`src/rtl/pbus_pkg.sv`:
```
package pbus_pkg;
  typedef enum logic [2:0] {
    PH_IDLE   = 3'd0,
    PH_SETUP  = 3'd1,
    PH_STROBE = 3'd2,
    PH_HOLD   = 3'd3,
    PH_TURN   = 3'd4
  } phase_e;
endpackage

```
`src/rtl/pbus_cfg_latch.sv`:
```
module pbus_cfg_latch #(
  parameter int SETUP_W = 4,
  parameter int LOW_W   = 8,
  parameter int TURN_W  = 4,
  parameter int RECOV_W = 8
) (
  input  logic               clk,
  input  logic               rst,
  input  logic               accept,
  input  logic               req_rd,
  input  logic [SETUP_W-1:0] cfg_setup,
  input  logic [LOW_W-1:0]   cfg_wr_low,
  input  logic [TURN_W-1:0]  cfg_wr_turn,
  input  logic [LOW_W-1:0]   cfg_rd_low,
  input  logic [TURN_W-1:0]  cfg_rd_turn,
  input  logic [RECOV_W-1:0] cfg_rd_recov,
  output logic               rd_q,
  output logic [SETUP_W-1:0] setup_q,
  output logic [LOW_W-1:0]   low_q,
  output logic [TURN_W-1:0]  turn_q,
  output logic [RECOV_W-1:0] recov_q
);
  // Timing is frozen at acceptance; direction picks the read or write budget.
  always_ff @(posedge clk) begin
    if (rst) begin
      rd_q    <= 1'b0;
      setup_q <= '0;
      low_q   <= '0;
      turn_q  <= '0;
      recov_q <= '0;
    end else if (accept) begin
      rd_q    <= req_rd;
      setup_q <= cfg_setup;
      low_q   <= req_rd ? cfg_rd_low  : cfg_wr_low;
      turn_q  <= req_rd ? cfg_rd_turn : cfg_wr_turn;
      recov_q <= cfg_rd_recov;
    end
  end
endmodule

```
`src/rtl/pbus_recov.sv`:
```
module pbus_recov #(
  parameter int RECOV_W = 8
) (
  input  logic               clk,
  input  logic               rst,
  input  logic               load,
  input  logic [RECOV_W-1:0] load_val,
  output logic               zero
);
  logic [RECOV_W-1:0] cnt_q;

  always_ff @(posedge clk) begin
    if (rst)                 cnt_q <= '0;
    else if (load)           cnt_q <= load_val;
    else if (cnt_q != '0)    cnt_q <= cnt_q - RECOV_W'(1);
  end

  assign zero = (cnt_q == '0);

  // a freshly loaded count is never bypassed in the following cycle
  a_r9_load_blocks: assert property (@(posedge clk) disable iff (rst)
    (load && load_val != '0) |=> !zero);
endmodule

```
`src/rtl/pbus_seq.sv`:
```
module pbus_seq
  import pbus_pkg::*;
#(
  parameter int SETUP_W = 4,
  parameter int LOW_W   = 8,
  parameter int TURN_W  = 4
) (
  input  logic               clk,
  input  logic               rst,
  input  logic               accept,
  input  logic               rd_q,
  input  logic               rec_zero,
  input  logic [SETUP_W-1:0] setup_q,
  input  logic [LOW_W-1:0]   low_q,
  input  logic [TURN_W-1:0]  turn_q,
  output phase_e             phase_q,
  output phase_e             phase_d
);
  localparam int CW_A  = (SETUP_W > LOW_W) ? SETUP_W : LOW_W;
  localparam int CNT_W = (CW_A > TURN_W) ? CW_A : TURN_W;

  logic [CNT_W-1:0] cnt_q, cnt_d, lim;
  logic             at_lim;

  always_comb begin
    case (phase_q)
      PH_SETUP:  lim = CNT_W'(setup_q);
      PH_STROBE: lim = CNT_W'(low_q);
      PH_TURN:   lim = CNT_W'(turn_q) - CNT_W'(1);
      default:   lim = '0;
    endcase
  end

  assign at_lim = (cnt_q == lim);

  always_comb begin
    phase_d = phase_q;
    cnt_d   = cnt_q;
    case (phase_q)
      PH_IDLE: begin
        if (accept) begin
          phase_d = PH_SETUP;
          cnt_d   = '0;
        end
      end
      PH_SETUP: begin
        if (at_lim && (!rd_q || rec_zero)) begin
          phase_d = PH_STROBE;
          cnt_d   = '0;
        end else if (!at_lim) begin
          cnt_d = cnt_q + CNT_W'(1);
        end
      end
      PH_STROBE: begin
        if (at_lim) begin
          phase_d = PH_HOLD;
          cnt_d   = '0;
        end else begin
          cnt_d = cnt_q + CNT_W'(1);
        end
      end
      PH_HOLD: begin
        phase_d = (turn_q == '0) ? PH_IDLE : PH_TURN;
        cnt_d   = '0;
      end
      PH_TURN: begin
        if (at_lim) begin
          phase_d = PH_IDLE;
          cnt_d   = '0;
        end else begin
          cnt_d = cnt_q + CNT_W'(1);
        end
      end
      default: begin
        phase_d = PH_IDLE;
        cnt_d   = '0;
      end
    endcase
  end

  always_ff @(posedge clk) begin
    if (rst) begin
      phase_q <= PH_IDLE;
      cnt_q   <= '0;
    end else begin
      phase_q <= phase_d;
      cnt_q   <= cnt_d;
    end
  end

  // the strobe counter never runs past its sampled limit
  a_r4_strobe_bound: assert property (@(posedge clk) disable iff (rst)
    (phase_q == PH_STROBE) |-> (cnt_q <= CNT_W'(low_q)));

  // hold is a single cycle
  a_r5_hold_single: assert property (@(posedge clk) disable iff (rst)
    (phase_q == PH_HOLD) |=> (phase_q != PH_HOLD));
endmodule

```
`src/rtl/pbus_master.sv`:
```
module pbus_master
  import pbus_pkg::*;
#(
  parameter int DATA_W  = 16,
  parameter int SETUP_W = 4,
  parameter int LOW_W   = 8,
  parameter int TURN_W  = 4,
  parameter int RECOV_W = 8
) (
  input  logic               clk,
  input  logic               rst,
  input  logic               req_valid,
  output logic               req_ready,
  input  logic               req_rd,
  input  logic               req_dc,
  input  logic [DATA_W-1:0]  req_wdata,
  input  logic [SETUP_W-1:0] cfg_setup,
  input  logic [LOW_W-1:0]   cfg_wr_low,
  input  logic [TURN_W-1:0]  cfg_wr_turn,
  input  logic [LOW_W-1:0]   cfg_rd_low,
  input  logic [TURN_W-1:0]  cfg_rd_turn,
  input  logic [RECOV_W-1:0] cfg_rd_recov,
  output logic               rsp_done,
  output logic [DATA_W-1:0]  rsp_rdata,
  output logic               bus_cs_n,
  output logic               bus_wr_n,
  output logic               bus_rd_n,
  output logic               bus_dc,
  output logic [DATA_W-1:0]  bus_dout,
  output logic               bus_oe,
  input  logic [DATA_W-1:0]  bus_din
);
  phase_e             phase_q, phase_d;
  logic               accept, rd_q, rec_zero, rec_load, nxt_active, strobe_end;
  logic [SETUP_W-1:0] setup_q;
  logic [LOW_W-1:0]   low_q;
  logic [TURN_W-1:0]  turn_q;
  logic [RECOV_W-1:0] recov_q;

  assign req_ready  = (phase_q == PH_IDLE);
  assign accept     = req_valid && req_ready;
  assign nxt_active = (phase_d == PH_SETUP) || (phase_d == PH_STROBE) ||
                      (phase_d == PH_HOLD);
  assign strobe_end = (phase_q == PH_STROBE) && (phase_d == PH_HOLD);
  assign rec_load   = strobe_end && !rd_q;

  pbus_cfg_latch #(.SETUP_W(SETUP_W), .LOW_W(LOW_W), .TURN_W(TURN_W),
                   .RECOV_W(RECOV_W)) u_cfg (
    .clk(clk), .rst(rst), .accept(accept), .req_rd(req_rd),
    .cfg_setup(cfg_setup), .cfg_wr_low(cfg_wr_low), .cfg_wr_turn(cfg_wr_turn),
    .cfg_rd_low(cfg_rd_low), .cfg_rd_turn(cfg_rd_turn),
    .cfg_rd_recov(cfg_rd_recov),
    .rd_q(rd_q), .setup_q(setup_q), .low_q(low_q), .turn_q(turn_q),
    .recov_q(recov_q)
  );

  pbus_seq #(.SETUP_W(SETUP_W), .LOW_W(LOW_W), .TURN_W(TURN_W)) u_seq (
    .clk(clk), .rst(rst), .accept(accept), .rd_q(rd_q), .rec_zero(rec_zero),
    .setup_q(setup_q), .low_q(low_q), .turn_q(turn_q),
    .phase_q(phase_q), .phase_d(phase_d)
  );

  pbus_recov #(.RECOV_W(RECOV_W)) u_recov (
    .clk(clk), .rst(rst), .load(rec_load), .load_val(recov_q), .zero(rec_zero)
  );

  // All bus pins registered from the next phase.
  always_ff @(posedge clk) begin
    if (rst) begin
      bus_cs_n  <= 1'b1;
      bus_wr_n  <= 1'b1;
      bus_rd_n  <= 1'b1;
      bus_oe    <= 1'b0;
      bus_dc    <= 1'b0;
      bus_dout  <= '0;
      rsp_done  <= 1'b0;
      rsp_rdata <= '0;
    end else begin
      bus_cs_n <= !nxt_active;
      bus_wr_n <= !((phase_d == PH_STROBE) && !rd_q);
      bus_rd_n <= !((phase_d == PH_STROBE) && rd_q);
      bus_oe   <= nxt_active && !(accept ? req_rd : rd_q);
      rsp_done <= (phase_q == PH_HOLD);
      if (accept) begin
        bus_dc   <= req_dc;
        bus_dout <= req_wdata;
      end
      if (strobe_end && rd_q) rsp_rdata <= bus_din;
    end
  end

  // strobes only inside chip select, and never both
  a_r5_wr_in_cs: assert property (@(posedge clk) disable iff (rst)
    !bus_wr_n |-> !bus_cs_n);
  a_r5_rd_in_cs: assert property (@(posedge clk) disable iff (rst)
    !bus_rd_n |-> !bus_cs_n);
  a_r5_one_strobe: assert property (@(posedge clk) disable iff (rst)
    !(!bus_wr_n && !bus_rd_n));
  // chip select only rises after both strobes were already high
  a_r5_strobe_first: assert property (@(posedge clk) disable iff (rst)
    $rose(bus_cs_n) |-> ($past(bus_wr_n) && $past(bus_rd_n)));
  // no drive while reading
  a_r6_read_no_drive: assert property (@(posedge clk) disable iff (rst)
    !bus_rd_n |-> !bus_oe);
  // data steady for the whole chip-select window
  a_r6_dout_steady: assert property (@(posedge clk) disable iff (rst)
    (!bus_cs_n && $past(bus_cs_n) == 1'b0) |-> $stable(bus_dout));
  // done coincides with chip-select release
  a_r7_done_release: assert property (@(posedge clk) disable iff (rst)
    rsp_done |-> $rose(bus_cs_n));
  // read strobe falls only once recovery has expired
  a_r9_recov_gate: assert property (@(posedge clk) disable iff (rst)
    $fell(bus_rd_n) |-> $past(rec_zero));
  // never ready during an access
  a_r10_busy: assert property (@(posedge clk) disable iff (rst)
    !bus_cs_n |-> !req_ready);
endmodule

```
`config.mk`:
```
export PLATFORM = sky130hd
export DESIGN_NAME = pbus_master
export DESIGN_NICKNAME = d
export VERILOG_FILES = /design/src/rtl/pbus_pkg.sv /design/src/rtl/pbus_cfg_latch.sv /design/src/rtl/pbus_recov.sv /design/src/rtl/pbus_seq.sv /design/src/rtl/pbus_master.sv
export SDC_FILE = /design/constraint.sdc
export NUM_CORES = 1
export LEC_CHECK = 0
export BUFFER_PORTS_ARGS = -buffer_cell sky130_fd_sc_hd__buf_2
export CELL_PAD_IN_SITES_DETAIL_PLACEMENT = 0
export CELL_PAD_IN_SITES_GLOBAL_PLACEMENT = 2
export CORE_MARGIN = 2
export CORE_UTILIZATION = 31
export CTS_BUF_LIST = sky130_fd_sc_hd__clkbuf_8
export DETAILED_ROUTE_END_ITERATION = 16
export PLACE_DENSITY = 0.85
export SLEW_MARGIN = 10
export SYNTH_ARGS = -nofsm -noshare
export SYNTH_HDL_FRONTEND = slang
export SYNTH_SLANG_ARGS = --single-unit
```
`constraint.sdc`:
```
create_clock -name clk -period 3.2 [get_ports clk]
set_input_delay 0.32 -clock clk [delete_from_list [all_inputs] [get_ports clk]]
set_output_delay 0.32 -clock clk [all_outputs]
set_load 0.01 [all_outputs]
```
==> results of run 1 <==
==> worst paths after layout <==
kind                                                     from  slack (ns)                             to
worst max-delay path             u_cfg.turn_q[0]$_SDFFE_PP0P_        0.29            bus_rd_n$_SDFF_PP1_
worst min-delay path                             req_wdata[5]        0.18       bus_dout[5]$_SDFFE_PP0P_
worst max register to register   u_cfg.turn_q[0]$_SDFFE_PP0P_        0.29            bus_rd_n$_SDFF_PP1_
worst min register to register  u_cfg.setup_q[1]$_SDFFE_PP0P_        0.45  u_cfg.setup_q[1]$_SDFFE_PP0P_
==> flip-flops by register name, summed over array words and instances, names as in the netlist, 3 cells and up <==
register / cells
bus_dout: 16
rsp_rdata: 16
u_cfg.low_q: 8
u_cfg.recov_q: 8
u_cfg.setup_q: 4
u_cfg.turn_q: 4
u_recov.cnt_q: 8
u_seq.cnt_q: 8
u_seq.phase_q: 3
==> metal layers <==
layer | GRT usage [%] | vias to the layer above
li1 | - | 1743
met1 | 18.20 | 1540
met2 | 23.83 | 93
met3 | 5.241 | 9
met4 | 5.122 | 0
met5 | 0 | -
==> worst register-to-register path, cell delays in order (launching register included) <==
cell and delay (ns):
dfxtp_1 0.34, or4_1 0.55, a2111oi_2 0.41, o21ai_1 0.17, a2111oi_4 0.35, buf_4 0.19, and2_1 0.16, nand3b_1 0.12
a2111oi_2 0.42, nand2_1 0.09
==> metrics by stage <==
step / worst slack (ns) / power [W] / instances / hold WS, ns / utilization, %
after global routing: 0.08535 / 0.003659 / 701 / 0.1637 / 39.06
final: 0.2873 / 0.003382 / 701 / 0.1816 / 39.06
after CTS: 0.1560 / 0.003396 / 699 / 0.1629 / 38.90
after global placement: 0.1977 / 0.002675 / 684 / 0.4398 / 37.48
after detailed placement: 0.1757 / 0.002697 / 684 / 0.4441 / 37.48
after floorplan: 0.4805 / 0.002331 / 445 / 0.4147 / -
==> cells in the mapped netlist, types with 7 or more instances <==
cell / n / share of area (%)
clkbuf_1: 20 / 2.0
dfxtp_1: 82 / 43
a21oi_1: 41 / 5.4
mux2i_1: 34 / 9.0
nand2_1: 77 / 7.6
o21ai_0: 7 / 0.93
nor2_1: 48 / 4.8
nor3_1: 7 / 0.93
inv_1: 9 / 0.89
nor4bb_1: 7 / 1.9
a211oi_1: 16 / 3.2
or3_1: 9 / 1.5
xnor2_1: 9 / 2.1
==> final cells by class <==
| type | count | area (um^2) |
|---|---|---|
| Clock buffer | 11 | 151.4 |
| Clock inverter | 4 | 18.77 |
| Fill cell | 1272 | 7289 |
| Inverter | 9 | 33.78 |
| Multi-Input combinational cell | 325 | 1997 |
| Sequential cell | 82 | 1642 |
| Tap cell | 147 | 183.9 |
| Timing Repair Buffer | 123 | 645.6 |
==> repair_timing <==
item	CTS	global route
gates resized for setup	0	1
endpoints found under the hold margin	0	0
setup buffers	0	2
setup endpoints to repair	0	6
hold buffers	0	0
==> kinds of logic (layout without fill, tap and decap cells) <==
family          count (synthesis)  count (layout)
xor+xnor                       12              12
flops                          82              82
fa+ha+maj                       4               4
compound gates                 83              83
buf+inv                        38             147
simple gates                  192             192
mux                            34              34
==> power by group through the flow <==
| stage | registers, W | logic, W | clock network (W) |
|---|---|---|---|
| detailed placement | 0.00136 | 0.00133 | 0 |
| global route | 0.00137 | 0.00154 | 0.000749 |
| CTS | 0.00134 | 0.00134 | 0.000711 |
| global placement | 0.00136 | 0.00132 | 0 |
| finish | 0.00134 | 0.00137 | 0.000675 |
| floorplan | 0.00135 | 0.000986 | 0 |
==> results.py, run 1 <==
metrics = {
    "status": {
        "status": "completed",
    },
    "power_and_ir_drop": {
        "irDropWorstVdd_uv": 334.8,
        "swShare_pct": 37.60,
        "switchingPower_w": 0.001272,
        "p_leak_nw": 2.151,
        "p_clk_share_pct": 20.0,
        "powerDensity_nw_per_um2": 723.9,
        "pwr-share-comb_pct": 40.5,
        "p_int_w": 0.002110,
        "p_seq_share_pct": 39.6,
    },
    "synth": {
        "synth_top_family_by_area": "simple AND/OR/NAND/NOR gates",
        "synth_compound_area_share_pct": 14.51,
        "ys_async_sr_fraction_pct": 0,
        "ys_types": 49,
        "syn-cell-area_um2": 3785,
        "synth_fa_ha_area_share_pct": 1.322,
        "yosys_register_bits": 82,
        "synth_xor_xnor_area_share_pct": 2.777,
        "yosysWarningCount": 0,
        "synth_edf_count": 0,
        "synth_simple_gate_area_share_pct": 25.02,
        "synth_mux_area_share_pct": 8.992,
        "synth_cells": 445,
        "synth_flop_cell": "dfxtp_1",
        "syn_area_per_cell_um2": 8.505,
        "ys_seq_area_share_pct": 43.37,
        "syn-num-nets": 522,
    },
    "clock_tree": {
        "clk_path_buf_depth": 2,
        "clkTransAtPathRegs_ns": 0.08,
        "cts_tree": "done",
        "cts.sinks": 82,
        "clockRootBuffer": "clkbuf_8",
        "h-tree-depth": 3,
        "clk_latency_ns": 0.37,
        "numCtsBuffers": 9,
    },
    "routing": {
        "dr.pass1.iters": 4,
        "wl_met3_um": 627,
        "met1_length_um": 4407,
        "vias": 3385,
        "via_per_inst": 4.829,
        "route.detailed.drc": 0,
        "wl_met2_um": 4114,
        "postRouteWirelength_um": 9276,
        "wl_per_cell_um": 13.23,
        "highest_layer": "met4",
        "antenna_left": 0,
        "detail_route.iter0.violations": 107,
    },
    "final_layout": {
        "nets": 627,
        "areaGrowthSynthToFinish_pct": 23.44,
        "final_common_cell": "buf_2",
        "drive_above_1_share_pct": 27.62,
        "stdcell_area_um2": 4672,
        "n_antenna_cell": 0,
        "layout_common_cells": "buf_2 (111), dfxtp_1 (82), nand2_1 (77)",
    },
    "sta": {
        "finalHoldViolations": 0,
        "tightest_slew_ns": 1.064,
        "fin_skew_ns": 0.006260,
        "post-route-min-period_ns": 2.913,
        "maxSlewViolCount": 0,
        "max_clock_freq_mhz": 343.3,
        "rsz0062_at_grt": "false",
        "setup_viol": 0,
        "setup_tns_ns": 0,
        "slew_headroom_pct": 29.08,
        "min_period_over_period_pct": 91.02,
    },
    "critical_path": {
        "crit_path_top_delay_cell": "or4_1",
        "path_depth": 9,
        "crit_arrival_ns": 3.16,
        "cp-end-kind": "flop",
        "path_cells": "or4_1 -> a2111oi_2 -> o21ai_1 -> a2111oi_4 -> buf_4 -> and2_1 -> nand3b_1 -> a2111oi_2 -> nand2_1",
        "critPathMaxFanout": 6,
        "cp_top_family": "compound AO/OA/AOI/OAI gates",
        "cp-start-kind": "flop",
        "crit_type": "reg2reg",
        "path_common_cell": "a2111oi_2",
        "ff2ff_path_depth": 9,
        "required_ns": 3.45,
        "slowest_delay_ns": 0.55,
        "critical_path_buf_inv_count": 1,
    },
    "die": {
        "io_pins": 112,
        "die_h_um": 114.5,
        "fp.dieW_um": 114.5,
        "start_util_pct": 31.64,
        "rows": 40,
        "design.core.area_um2": 11960,
        "dieArea_um2": 13110,
    },
    "hold_path": {
        "hp-class": "in2reg",
        "hold-path-cell-count": 3,
    },
    "place": {
        "placed_cell_area_um2": 4483,
        "place_congestion": 0.8016,
        "port_buffers": 111,
        "dp_hpwl_um": 6625,
    },
    "grt": {
        "grt_first_pass_wirelength_um": 15430,
        "grt_start_max_net_pins": 58,
        "antenna_found_initial": 0,
        "grt_usage_pct": 14.75,
        "grt_overflow": 0,
        "grt_pass1_vias": 3306,
    },
    "flow_run": {
        "cap_violations": 0,
    },
}
(Power assumes the default switching activity.)
==> run 2: changes to the inputs <==
--- a/config.mk
+++ b/config.mk
@@ -12,7 +12,7 @@
 export CORE_UTILIZATION = 31
 export CTS_BUF_LIST = sky130_fd_sc_hd__clkbuf_8
 export DETAILED_ROUTE_END_ITERATION = 16
-export PLACE_DENSITY = 0.85
+export PLACE_DENSITY = 0.84
 export SLEW_MARGIN = 10
 export SYNTH_ARGS = -nofsm -noshare
 export SYNTH_HDL_FRONTEND = slang
==> run 2 against run 1 <==
Against the previous run: critical endpoint is now u_seq.cnt_q[5]$_SDFFE_PP0P_; global-route usage is 0.10 points lower; combinational power is 3% lower; utilization is 0.58 points higher; via count is 0.35% higher; setup slack worse by 0.081 ns; hold slack better by 0.0072 ns.
==> results.py, run 2 (synthesis results as in run 1) <==
metrics = {
    "status": {
        "status": "completed",
    },
    "routing": {
        "dr.pass1.iters": 4,
        "postRouteWirelength_um": 9185,
        "detail_route.iter0.violations": 94,
        "antenna_left": 0,
        "route.detailed.drc": 0,
        "vias": 3397,
        "via_per_inst": 4.853,
        "wl_per_cell_um": 13.12,
    },
    "clock_tree": {
        "cts.sinks": 82,
        "cts_setup_buffers": 0,
        "post_cts_resized": 0,
        "cts_tree": "done",
        "clockRootBuffer": "clkbuf_8",
        "numCtsBuffers": 9,
        "clk_path_buf_depth": 2,
        "cts_hold_buf": 0,
        "h-tree-depth": 3,
        "clk_latency_ns": 0.36,
        "clkTransAtPathRegs_ns": 0.08,
    },
    "sta": {
        "slew_headroom_pct": 41.13,
        "maxSlewViolCount": 0,
        "max_clock_freq_mhz": 334.0,
        "post-route-min-period_ns": 2.994,
        "fin_skew_ns": 0.01122,
        "setup_viol": 0,
        "finalHoldViolations": 0,
        "min_period_over_period_pct": 93.56,
        "tightest_slew_ns": 0.8831,
        "rsz0062_at_grt": "false",
        "setup_tns_ns": 0,
    },
    "final_layout": {
        "fin_cells": 700,
        "nets": 625,
        "areaGrowthSynthToFinish_pct": 25.26,
        "final_common_cell": "buf_2",
        "stdcell_area_um2": 4741,
        "drive_above_1_share_pct": 27.67,
        "n_antenna_cell": 0,
        "reg.largest.list": "bus_dout x16, rsp_rdata x16",
        "layout_common_cells": "buf_2 (111), dfxtp_1 (81), nand2_1 (77)",
    },
    "power_and_ir_drop": {
        "p_leak_nw": 2.173,
        "p_clk_share_pct": 25.9,
        "irDropWorstVdd_uv": 385.0,
        "pwr-share-comb_pct": 36.8,
        "switchingPower_w": 0.001276,
        "powerDensity_nw_per_um2": 759.9,
        "swShare_pct": 35.42,
        "p_seq_share_pct": 37.3,
        "p_int_w": 0.002326,
    },
    "critical_path": {
        "ff2ff_path_depth": 8,
        "regToRegSetupSlack_ns": 0.21,
        "crit_arrival_ns": 3.25,
        "r2r-end": "u_seq.cnt_q[5]$_SDFFE_PP0P_",
        "critPathMaxFanout": 7,
        "slowest_delay_ns": 0.54,
        "crit_end": "u_seq.cnt_q[5]$_SDFFE_PP0P_",
        "crit_type": "reg2reg",
        "path_common_cell": "nor2_1",
        "path_cells": "or4_1 -> a2111oi_2 -> o21ai_1 -> a2111oi_4 -> a21oi_1 -> nor2_1 -> nor2_1 -> a221o_1",
        "crit_start": "u_cfg.turn_q[0]$_SDFFE_PP0P_",
        "required_ns": 3.45,
        "crit_path_top_delay_cell": "or4_1",
        "cp-start-kind": "flop",
        "r2r_start": "u_cfg.turn_q[0]$_SDFFE_PP0P_",
        "cp-end-kind": "flop",
    },
    "die": {
        "fp.dieW_um": 114.5,
        "rows": 40,
        "die_h_um": 114.5,
        "io_pins": 112,
        "dieArea_um2": 13110,
        "design.core.area_um2": 11960,
        "start_util_pct": 31.64,
    },
    "hold_path": {
        "hp-class": "in2reg",
    },
    "place": {
        "port_buffers": 111,
        "dp_hpwl_um": 6568,
        "placed_cells": 684,
        "placed_cell_area_um2": 4483,
        "place_congestion": 0.8138,
    },
    "grt": {
        "grt_usage_pct": 14.65,
        "grt_start_max_net_pins": 51,
        "grt_pass1_vias": 3217,
        "antenna_found_initial": 0,
        "grt_first_pass_wirelength_um": 15240,
        "grt_overflow": 0,
    },
    "flow_run": {
        "cap_violations": 0,
    },
}
-- run 2: changes by cell type in the layout (fill, tap and decap cells not counted) --
cell        previous run  this run
clkinvlp_4             0         1
dfxtp_1               82        81
bufinv_16              0         3
buf_4                 12        10
dfxtp_2                0         1
clkinv_2               3         0
-- run 2: power by group through the flow --
stage | Combinational [W] | Sequential [W] | Clock [W]
floorplan | 0.000986 | 0.00135 | 0
detailed placement | 0.00133 | 0.00137 | 0
finish | 0.00133 | 0.00134 | 0.000934
CTS | 0.00134 | 0.00134 | 0.000965
global route | 0.00151 | 0.00137 | 0.00101
global placement | 0.00132 | 0.00136 | 0
-- run 2: area by class of cell --
| cell class | count | area (um^2) |
|---|---|---|
| Timing Repair Buffer | 121 | 630.6 |
| Fill cell | 1248 | 7221 |
| Clock inverter | 5 | 101.3 |
| Tap cell | 147 | 183.9 |
| Clock buffer | 11 | 151.4 |
| Sequential cell | 82 | 1643 |
| Inverter | 9 | 33.78 |
| Multi-Input combinational cell | 325 | 1997 |
-- run 2: worst max-delay path: cells and delay by family, from the launching register on --
kind,cells,cell delay [ns]
compound gates,5,1.71
simple gates,3,0.84
flops,1,0.33
-- run 2: worst min-delay path by stage --
stage,cells past startpoint,from,slack [ns],endpoint
CTS,3,cfg_setup[3],0.18,u_cfg.setup_q[3]$_SDFFE_PP0P_
global route,3,cfg_setup[3],0.18,u_cfg.setup_q[3]$_SDFFE_PP0P_
finish,3,bus_din[9],0.19,rsp_rdata[9]$_SDFFE_PP0P_
global placement,2,bus_dout[8]$_SDFFE_PP0P_,0.44,bus_dout[8]$_SDFFE_PP0P_
detailed placement,2,bus_dout[3]$_SDFFE_PP0P_,0.44,bus_dout[3]$_SDFFE_PP0P_
floorplan,1,u_cfg.rd_q$_SDFF_PP0_,0.41,bus_rd_n$_SDFF_PP1_
-- run 2: stage by stage --
step / util (%) / power (W) / hold slack [ns] / setup slack [ns]
detailed placement: 37.48 / 0.002693 / 0.4441 / 0.1382
global placement: 37.48 / 0.002678 / 0.4401 / 0.2067
CTS: 39.59 / 0.003648 / 0.1753 / 0.1201
floorplan: - / 0.002331 / 0.4147 / 0.4805
finish: 39.63 / 0.003602 / 0.1888 / 0.2061
global route: 39.63 / 0.003886 / 0.1761 / 0.0005429
-- run 2: routing by layer --
layer / vias to the layer above / wire [um] / global-route usage, %
met5: - / 0 / 0
met2: 90 / 4222 / 23.43
met4: 0 / 163 / 5.285
met3: 13 / 642 / 5.135
met1: 1544 / 4157 / 18.23
li1: 1750 / - / -
